**src/rtl/tlb_xlate_pkg.sv**
```systemverilog
`timescale 1ns/1ps
package tlb_xlate_pkg;
  typedef logic [31:0] word_t;
  localparam word_t PID_REG_ADDR   = 32'h2000_0080;
  localparam word_t FAULT_REG_ADDR = 32'h2000_0090;
  localparam word_t WINDOW_BASE    = 32'h2000_00A0;
endpackage

```
**src/rtl/tlb_entry_regs.sv**
```systemverilog
`timescale 1ns/1ps
module tlb_entry_regs
  import tlb_xlate_pkg::*;
#(
  parameter int NUM_ENTRIES = 4
) (
  input  logic                        clk,
  input  logic                        rst,
  input  logic                        cfg_wr,
  input  word_t                       cfg_addr,
  input  word_t                       cfg_wdata,
  output logic [NUM_ENTRIES-1:0][31:0] tag_q,
  output logic [NUM_ENTRIES-1:0][31:0] phys_q,
  output logic                        window_wr
);
  localparam int IDX_W   = (NUM_ENTRIES > 1) ? $clog2(NUM_ENTRIES) : 1;
  localparam int SPAN    = NUM_ENTRIES * 8;

  word_t offset;
  logic  in_window;

  assign offset    = cfg_addr - WINDOW_BASE;
  assign in_window = (cfg_addr >= WINDOW_BASE) && (offset < word_t'(SPAN));
  assign window_wr = cfg_wr && in_window;

  for (genvar i = 0; i < NUM_ENTRIES; i++) begin : g_slot
    logic slot_sel;
    assign slot_sel = window_wr && (offset[IDX_W+2:3] == IDX_W'(i));

    always_ff @(posedge clk) begin
      if (rst) begin
        tag_q[i]  <= '0;
        phys_q[i] <= '0;
      end else if (slot_sel) begin
        if (offset[2]) phys_q[i] <= cfg_wdata;
        else           tag_q[i]  <= cfg_wdata;
      end
    end
  end

  // slot 0 tag write lands on the next cycle
  assert_slot0_tag_R7: assert property (@(posedge clk) disable iff (rst)
    (cfg_wr && cfg_addr == WINDOW_BASE) |=> (tag_q[0] == $past(cfg_wdata)));

  // reset leaves every tag cleared
  assert_tags_cleared_R10: assert property (@(posedge clk)
    $past(rst) |-> (tag_q == '0));
endmodule

```
**src/rtl/tlb_match.sv**
```systemverilog
`timescale 1ns/1ps
module tlb_match
  import tlb_xlate_pkg::*;
#(
  parameter int NUM_ENTRIES = 4,
  parameter int PAGE_BITS   = 12,
  parameter int PID_BITS    = 8
) (
  input  logic                         clk,
  input  logic                         rst,
  input  logic [NUM_ENTRIES-1:0][31:0] tag_q,
  input  logic [NUM_ENTRIES-1:0][31:0] phys_q,
  input  word_t                        vaddr,
  input  logic [PID_BITS-1:0]          pid,
  input  logic                         is_write,
  output logic                         hit,
  output word_t                        paddr
);
  localparam word_t PAGE_MASK = ~((word_t'(1) << PAGE_BITS) - word_t'(1));

  word_t                  cmp;
  logic [NUM_ENTRIES-1:0] cand;
  logic [NUM_ENTRIES-1:0] sel;
  word_t                  page;

  assign cmp = (vaddr & PAGE_MASK) | (word_t'(pid) << 1);

  for (genvar i = 0; i < NUM_ENTRIES; i++) begin : g_cmp
    assign cand[i] = (tag_q[i][31:1] == cmp[31:1]) && (!is_write || tag_q[i][0]);
  end

  always_comb begin
    sel  = '0;
    hit  = 1'b0;
    page = '0;
    for (int i = 0; i < NUM_ENTRIES; i++) begin
      if (cand[i] && !hit) begin
        sel[i] = 1'b1;
        hit    = 1'b1;
        page   = phys_q[i];
      end
    end
  end

  assign paddr = page | (vaddr & ~PAGE_MASK);

  // at most one slot is picked
  assert_single_pick_R4: assert property (@(posedge clk) disable iff (rst)
    $onehot0(sel));

  for (genvar i = 1; i < NUM_ENTRIES; i++) begin : g_prio_chk
    // a picked slot has no lower-numbered candidate
    assert_lowest_wins_R4: assert property (@(posedge clk) disable iff (rst)
      sel[i] |-> (cand[i-1:0] == '0));
  end
endmodule

```
**src/rtl/tlb_fault_ctl.sv**
```systemverilog
`timescale 1ns/1ps
module tlb_fault_ctl
  import tlb_xlate_pkg::*;
#(
  parameter int PAGE_BITS = 12
) (
  input  logic  clk,
  input  logic  rst,
  input  logic  take_miss,
  input  word_t miss_vaddr,
  input  logic  clear_req,
  output word_t fault_addr,
  output logic  irq
);
  localparam word_t PAGE_MASK = ~((word_t'(1) << PAGE_BITS) - word_t'(1));

  always_ff @(posedge clk) begin
    if (rst) begin
      fault_addr <= '0;
      irq        <= 1'b0;
    end else if (take_miss) begin
      fault_addr <= miss_vaddr & PAGE_MASK;
      irq        <= 1'b1;
    end else if (clear_req) begin
      irq <= 1'b0;
    end
  end

  // accepted miss raises the interrupt with the page recorded
  assert_miss_capture_R6: assert property (@(posedge clk) disable iff (rst)
    take_miss |=> (irq && fault_addr[PAGE_BITS-1:0] == '0 &&
                   fault_addr[31:PAGE_BITS] == $past(miss_vaddr[31:PAGE_BITS])));

  // window write without a miss clears the interrupt
  assert_irq_clear_R8: assert property (@(posedge clk) disable iff (rst)
    (clear_req && !take_miss) |=> !irq);

  // without an accepted miss the fault address holds
  assert_fault_hold_R6: assert property (@(posedge clk) disable iff (rst)
    !take_miss |=> $stable(fault_addr));
endmodule

```
**src/rtl/tlb_xlate.sv**
```systemverilog
`timescale 1ns/1ps
module tlb_xlate
  import tlb_xlate_pkg::*;
#(
  parameter int NUM_ENTRIES = 4,
  parameter int PAGE_BITS   = 12,
  parameter int PID_BITS    = 8
) (
  input  logic        clk,
  input  logic        rst,
  input  logic        lk_valid,
  output logic        lk_ready,
  input  logic [31:0] lk_vaddr,
  input  logic        lk_write,
  input  logic        lk_user,
  output logic        rs_valid,
  input  logic        rs_ready,
  output logic [31:0] rs_paddr,
  output logic        rs_miss,
  input  logic        cfg_wr,
  input  logic [31:0] cfg_addr,
  input  logic [31:0] cfg_wdata,
  output logic [31:0] cfg_rdata,
  output logic        fault_irq
);
  logic [NUM_ENTRIES-1:0][31:0] tag_q;
  logic [NUM_ENTRIES-1:0][31:0] phys_q;
  logic                         window_wr;
  logic [PID_BITS-1:0]          pid_q;
  logic                         m_hit;
  word_t                        m_paddr;
  logic                         bypass;
  logic                         take_miss;
  word_t                        fault_addr;

  tlb_entry_regs #(.NUM_ENTRIES(NUM_ENTRIES)) u_regs (
    .clk(clk), .rst(rst), .cfg_wr(cfg_wr), .cfg_addr(cfg_addr),
    .cfg_wdata(cfg_wdata), .tag_q(tag_q), .phys_q(phys_q),
    .window_wr(window_wr)
  );

  tlb_match #(.NUM_ENTRIES(NUM_ENTRIES), .PAGE_BITS(PAGE_BITS),
              .PID_BITS(PID_BITS)) u_match (
    .clk(clk), .rst(rst), .tag_q(tag_q), .phys_q(phys_q),
    .vaddr(lk_vaddr), .pid(pid_q), .is_write(lk_write),
    .hit(m_hit), .paddr(m_paddr)
  );

  tlb_fault_ctl #(.PAGE_BITS(PAGE_BITS)) u_fault (
    .clk(clk), .rst(rst), .take_miss(take_miss), .miss_vaddr(lk_vaddr),
    .clear_req(window_wr), .fault_addr(fault_addr), .irq(fault_irq)
  );

  always_ff @(posedge clk) begin
    if (rst)                                  pid_q <= '0;
    else if (cfg_wr && cfg_addr == PID_REG_ADDR) pid_q <= cfg_wdata[PID_BITS-1:0];
  end

  assign bypass    = (pid_q == '0) || !lk_user;
  assign rs_miss   = !bypass && !m_hit;
  assign rs_paddr  = (bypass || !m_hit) ? lk_vaddr : m_paddr;
  assign rs_valid  = lk_valid;
  assign lk_ready  = rs_ready;
  assign take_miss = lk_valid && rs_ready && rs_miss;

  always_comb begin
    if (cfg_addr == PID_REG_ADDR)        cfg_rdata = word_t'(pid_q);
    else if (cfg_addr == FAULT_REG_ADDR) cfg_rdata = fault_addr;
    else                                 cfg_rdata = '0;
  end

  // bypass returns the virtual address without a miss
  assert_bypass_R1: assert property (@(posedge clk) disable iff (rst)
    (rs_valid && !lk_user) |-> (!rs_miss && rs_paddr == lk_vaddr));

  // a translated address keeps the page offset bits
  assert_offset_kept_R2: assert property (@(posedge clk) disable iff (rst)
    (rs_valid && !rs_miss) |->
      ((rs_paddr[PAGE_BITS-1:0] & lk_vaddr[PAGE_BITS-1:0]) == lk_vaddr[PAGE_BITS-1:0]));

  // a miss returns the virtual address
  assert_miss_addr_R5: assert property (@(posedge clk) disable iff (rst)
    (rs_valid && rs_miss) |-> (rs_paddr == lk_vaddr));
endmodule

```
**config.mk**
```make
export PLATFORM = sky130hd
export DESIGN_NAME = tlb_xlate
export DESIGN_NICKNAME = d
export VERILOG_FILES = /design/src/rtl/tlb_xlate_pkg.sv /design/src/rtl/tlb_entry_regs.sv /design/src/rtl/tlb_match.sv /design/src/rtl/tlb_fault_ctl.sv /design/src/rtl/tlb_xlate.sv
export SDC_FILE = /design/constraint.sdc
export NUM_CORES = 1
export LEC_CHECK = 0
export CAP_MARGIN = 20
export CORE_UTILIZATION = 35
export DETAILED_ROUTE_END_ITERATION = 16
export HOLD_SLACK_MARGIN = 0.15
export PLACE_DENSITY = 0.57
export SLEW_MARGIN = 20
export SYNTH_ARGS = -nofsm -noshare
export SYNTH_HDL_FRONTEND = slang
export SYNTH_SLANG_ARGS = --single-unit
```
**constraint.sdc**
```tcl
create_clock -name clk -period 5.7 [get_ports clk]
set_input_delay 1.71 -clock clk [delete_from_list [all_inputs] [get_ports clk]]
set_output_delay 1.71 -clock clk [all_outputs]
set_load 0.03 [all_outputs]
```
; Word-level counts from Yosys, hierarchy flattened
; Cells that the tools add are included.
[classes]
n_mux = 13
n_lt_le_gt_ge = 2
n_eq_ne = 9
reduce_logical = 41
addsub = 1
bitwise = 3
[op_table]
columns = op, n
row1 = $mux W32, 7
row2 = $eq A31 B31 Y1, 4
row3 = $eq A32 B30 Y1 const B, 2
row4 = $ge A32 B30 Y1 const B, 1
row5 = $lt A32 B6 Y1 const B, 1
row6 = $or A32 B12 Y32, 1
row7 = $or A32 B9 Y32, 1
row8 = $sub A32 B30 Y32 const B, 1
row9 = $logic_and A1 B1 Y1, 17
row10 = $reduce_and A2 Y1, 8
row11 = $logic_not A8 Y1, 1
row12 = $logic_not A1 Y1, 7
row13 = $logic_or A1 B1 Y1, 6
row14 = $mux W1, 6
row15 = $eq A2 B2 Y1 const B, 2
row16 = $eq A2 B1 Y1 const B, 1
row17 = $logic_not A2 Y1, 1
row18 = $reduce_bool A2 Y1, 1
row19 = $not A1 Y1, 1
[totals]
output_inout_bits = 68
wordCells = 80
input_bits = 103
ff_bits = 285

; Depth between registers and ports, before layout
[depth]
depth_word = 17
depth_mapped = 11
depth_no_buf = 9

; Hierarchy
; From an unflattened synthesis, not the netlist that was laid out.
[hier_totals]
cells_unflattened = 1491
hier_area_um2 = 14600.3
[by_module_without_submodules]
columns = mod, instances, area_per_inst_um2, cells_per_inst, seq_area_each_um2
row1 = tlb_entry_regs, 1, 10465.0, 977, 5124.9
row2 = tlb_match, 1, 2087.0, 297, 0.0
row3 = tlb_xlate, 1, 1184.9, 135, 160.2
row4 = tlb_fault_ctl, 1, 863.3, 82, 420.4

; Least setup slack after synthesis
; Ideal clock, no wire load.
[synth_path]
path_type = input port to output port
from = in lk_vaddr[22]
to = out rs_paddr[31]
setup_slack_ns = -0.159
required_time_ns = 3.990
path_stages = 9
arrival_ns = 4.149
n_path_buf = 2
cell_sequence = clkbuf_1 > xnor2_1 > nand4_1 > nor4_1 > a32oi_1 > a31oi_1 > clkbuf_1 > nor2_1 > a31oi_1
[synth_between]
elab_chain_len = 16
elab_cells_between_ends = 27
cone_classes = 4 x eq/ne / 9 x mux / 2 x bitwise / 12 x reduce/logical
[synth_lines]
columns = item, line
row1 = start: declaration, tlb_xlate.sv:13  ; input logic [31:0] lk_vaddr,
row2 = $or A32 B9 Y32 *, tlb_match.sv:26  ; assign cmp = (vaddr & PAGE_MASK) | (word_t'(pid) << 1);
row3 = $eq A31 B31 Y1, tlb_match.sv:29  ; assign cand[i] = (tag_q[i][31:1] == cmp[31:1]) && (!is_write || tag_q[i][0]);
row4 = $logic_and A1 B1 Y1, tlb_match.sv:29
row5 = $mux W1, tlb_match.sv:37  ; if (cand[i] && !hit) begin
row6 = $logic_not A1 Y1, tlb_match.sv:37
row7 = $logic_and A1 B1 Y1, tlb_match.sv:37
row8 = $mux W1, tlb_match.sv:37
row9 = $logic_not A1 Y1, tlb_match.sv:37
row10 = $logic_and A1 B1 Y1, tlb_match.sv:37
row11 = $mux W1, tlb_match.sv:37
row12 = $logic_not A1 Y1, tlb_match.sv:37
row13 = $logic_and A1 B1 Y1, tlb_match.sv:37
row14 = $mux W1, tlb_match.sv:37
row15 = $logic_not A1 Y1, tlb_xlate.sv:61  ; assign rs_paddr = (bypass || !m_hit) ? lk_vaddr : m_paddr;
row16 = $logic_or A1 B1 Y1, tlb_xlate.sv:61
row17 = $mux W32 *, tlb_xlate.sv:61
row18 = end: declaration, tlb_xlate.sv:18  ; output logic [31:0] rs_paddr,
; Mark *: on every way between the ends. The rest lies on a longest branch, timed or not.

; Worst setup path after layout
[layout_path]
from = in lk_vaddr[29]
to = out rs_paddr[5]
; Same word-level chain as after synthesis.

==> impl_metrics.csv <==
group,metric,value,unit
status,status,"complete, but fails checks",
status,violations,"negative setup slack",
power_and_ir_drop,ir_drop,0.177,mV
synth,ys_warn_count,0,
synth,synthCells,1541,
sta,rsz0062_at_grt,"yes",
sta,setup_slack,-115,ps
worst_setup_path,r2r_cells,8,
final_layout,stdcell_area,0.0199,mm²
worst_setup_path,slowest_delay,320,ps
sta,fin_crit_sh,1.02,
sta,maxSlewHeadroom,0.270,
clock_network,postCtsHoldBufs,0,
synth,synth_top_area_frac,0.397,
synth,yosysMostFrequentCell,"nand2b_1",
clock_network,cts.clk_slew.worst_paths,60,ps
final_layout,final_nets,1831,
route,antenna_left,0,
min_path,hold_path_class,"reg2reg",
worst_setup_path,path_buf_inv,8,
synth,yosysTopAreaCell,"dfxtp_1",
final_layout,final_util,0.497,
synth,synth.area.top_cells,"dfxtp_1 (40%), mux2i_1 (19%), nand2b_1 (13%)",
sta,fin_skew,12.8,ps
job,drv_cap,0,
clock_network,clock-sinks,285,
final_layout,diodes,0,
clock_network,cts_tree,"done",
power_and_ir_drop,total_power,0.00465,W
route,drtIter0Drc,808,
clock_network,clockRootBuffer,"clkbuf_16",
clock_network,cts_buffer_depth,3,
place,io_buffers,166,
worst_setup_path,crit_path_end_kind,"output pin",
global_routing,antenna_found_initial,0,
die,die_area,0.0418,mm²
global_routing,grt_pass1_wl,72500,µm
clock_network,clk_latency,510,ps
route,drt-pass1-iter-count,5,
synth,synthTopCellsByCount,"nand2b_1 (293), dfxtp_1 (285), mux2i_1 (276)",
worst_setup_path,critical_path.cell_chain,"buf_12 > xnor2_4 > nand4_1 > nor4_2 > buf_4 > nand4_1 > buf_4 > buf_6 > a31oi_4 > buf_6 > buf_12 > buf_12 > a31oi_1 > nand2_1 > buf_6",
place,dp.cells,2176,
worst_setup_path,crit_start,"lk_vaddr[29]",
final_layout,drive_gt1_frac,0.229,
die,start_util,0.358,
die,num_rows,73,
synth,syn_area,0.0144,mm²
synth,synth_ff_type,"dfxtp_1",
worst_setup_path,r2r_slack,2650,ps
worst_setup_path,r2r-start,"pid_q[6]",
sta,fmax,172,MHz
synth,ys_seq_area_frac,0.397,
place,gp_congestion,0.904,
sta,period_minus_slack,5810,ps
global_routing,grtUsageTotal,0.228,
worst_setup_path,start_kind,"input port",
synth,syn_avg_cell_area,9.32,µm²
global_routing,grt_pass1_vias,12000,
route,routed_wl,48400,µm
synth,ys_async_sr_fraction,0,
worst_setup_path,reg2reg_to,"u_fault.fault_addr[27]",
route,vias_per_cell,5.16,
worst_setup_path,arrival,4100,ps
power_and_ir_drop,powerDensity,233,mW/mm²
place,hpwl,31700,µm
sta,hold_violations,0,
sta,setup_viol,31,
worst_setup_path,worstSetupEndpoint,"rs_paddr[5]",
sta,tightestPinTransition,1080,ps
die,chipWidth,205,µm
route,post-route-drc-count,0,
synth,synth_edf_count,0,
clock_network,cts.htree.levels,2,
global_routing,grt_overflow,0,
sta,maxSlewViolCount,0,
worst_setup_path,crit_path_top_delay_cell,"nor4_2",
worst_setup_path,cp_max_fo,8,
die,coreArea,0.0401,mm²
worst_setup_path,cp_num_cells,15,
route,vias,11800,
clock_network,numCtsBuffers,35,
sta,hold_ws,475,ps
worst_setup_path,crit_type,"in2out",
worst_setup_path,cp.required,3990,ps
global_routing,grt_max_degree,128,
final_layout,fillCellCount,3662,
die,die_h,205,µm
power_and_ir_drop,cellLeakagePower,9.39,nW
synth,synth-seq-cells,285,
die,ios,171,
worst_setup_path,cpLargestDelayFamily,"buffers and inverters",
final_layout,syn2layout_area_growth,38.9,%
final_layout,fin_cells,2277,
place,dpl_cell_area,0.0173,mm²
synth,yosysUniqueCellTypes,54,
route,wl_per_cell,21.2,µm
-- placed cells by master, fill, tap and decap left out, types with 22 or more instances in the layout --
cell	Yosys	routed
buf_4	6	110
xnor2_1	97	70
and3_1	43	41
nor2_1	66	55
nand2_1	60	46
dfxtp_1	285	285
buf_6	0	40
nand2b_1	293	293
mux2i_1	276	276
a31oi_4	0	25
nand4_1	32	32
xnor2_2	0	23
buf_12	0	50
clkdlybuf4s50_1	0	83
nand3_1	24	22
clkbuf_16	0	38
-- worst min path at each step --
stage | start | to | slack [ps] | cells after the start
after floorplan | u_regs.phys_q[66] | u_regs.phys_q[66] | 450 | 2
after global placement | u_regs.phys_q[77] | u_regs.phys_q[77] | 460 | 2
after detailed placement | u_regs.phys_q[78] | u_regs.phys_q[78] | 460 | 2
after CTS | u_regs.phys_q[78] | u_regs.phys_q[78] | 470 | 2
after global routing | u_regs.tag_q[11] | u_regs.tag_q[11] | 490 | 2
final | u_regs.phys_q[74] | u_regs.phys_q[74] | 480 | 2
-- final cells by class --
cell class / count / area (µm²) / share of cell area
Multi-Input combinational cell: 1090 / 8940 / 0.449
Sequential cell: 285 / 5710 / 0.286
Timing Repair Buffer: 309 / 3470 / 0.174
Clock buffer: 54 / 1040 / 0.0521
Tap cell: 525 / 657 / 0.0329
Clock inverter: 8 / 93.8 / 0.00471
Inverter: 6 / 22.5 / 0.00113
-- routing by layer --
| metal | GRT usage | wire [µm] |
|---|---|---|
| met4 | 0.0661 | 1150 |
| met1 | 0.318 | 22900 |
| met3 | 0.0340 | 2560 |
| met5 | 0 | 0 |
| met2 | 0.363 | 21700 |
-- registers in the layout, indices dropped and copies added, names as in the netlist --
| register | cells |
|---|---|
| u_regs.phys_q | 128 |
| pid_q | 8 |
| u_fault.fault_addr | 20 |
| u_fault.irq | 1 |
| u_regs.tag_q | 128 |
-- cells by family after synthesis --
group,count (synthesis),synth area share
simple gates,579,0.233
mux,276,0.192
other cells,1,0.000261
flops,285,0.397
buf+inv,169,0.0479
xor+xnor,112,0.0683
fa+ha+maj,1,0.000871
compound gates,118,0.0602
-- repair_timing --
item / CTS / global route
setup buffers: 23 / 8
setup endpoints to repair: 33 / 33
gates cloned: 8 / 2
pin swaps: 37 / 35
gates resized for setup: 207 / 66
-- metrics by stage --
stage,TNS (ps),setup slack (ps)
floorplan,0,32.9
global placement,-20160,-680
detailed placement,-19390,-630
CTS,-1100,-66.3
global route,-4820,-212
finish,-2040,-115
-- tightest hold or removal path: stages, from the launching register on --
cell	delay (ps)
dfxtp_1	300
nand2b_1	60
mux2i_1	60
-- power breakdown --
part | switching [W] | internal, W
sequential | 0.00000000000101 | 0.00199
combinational | 0.000226 | 0.000215
clock | 0.000867 | 0.00135
Power figures use the tool's default switching activity.
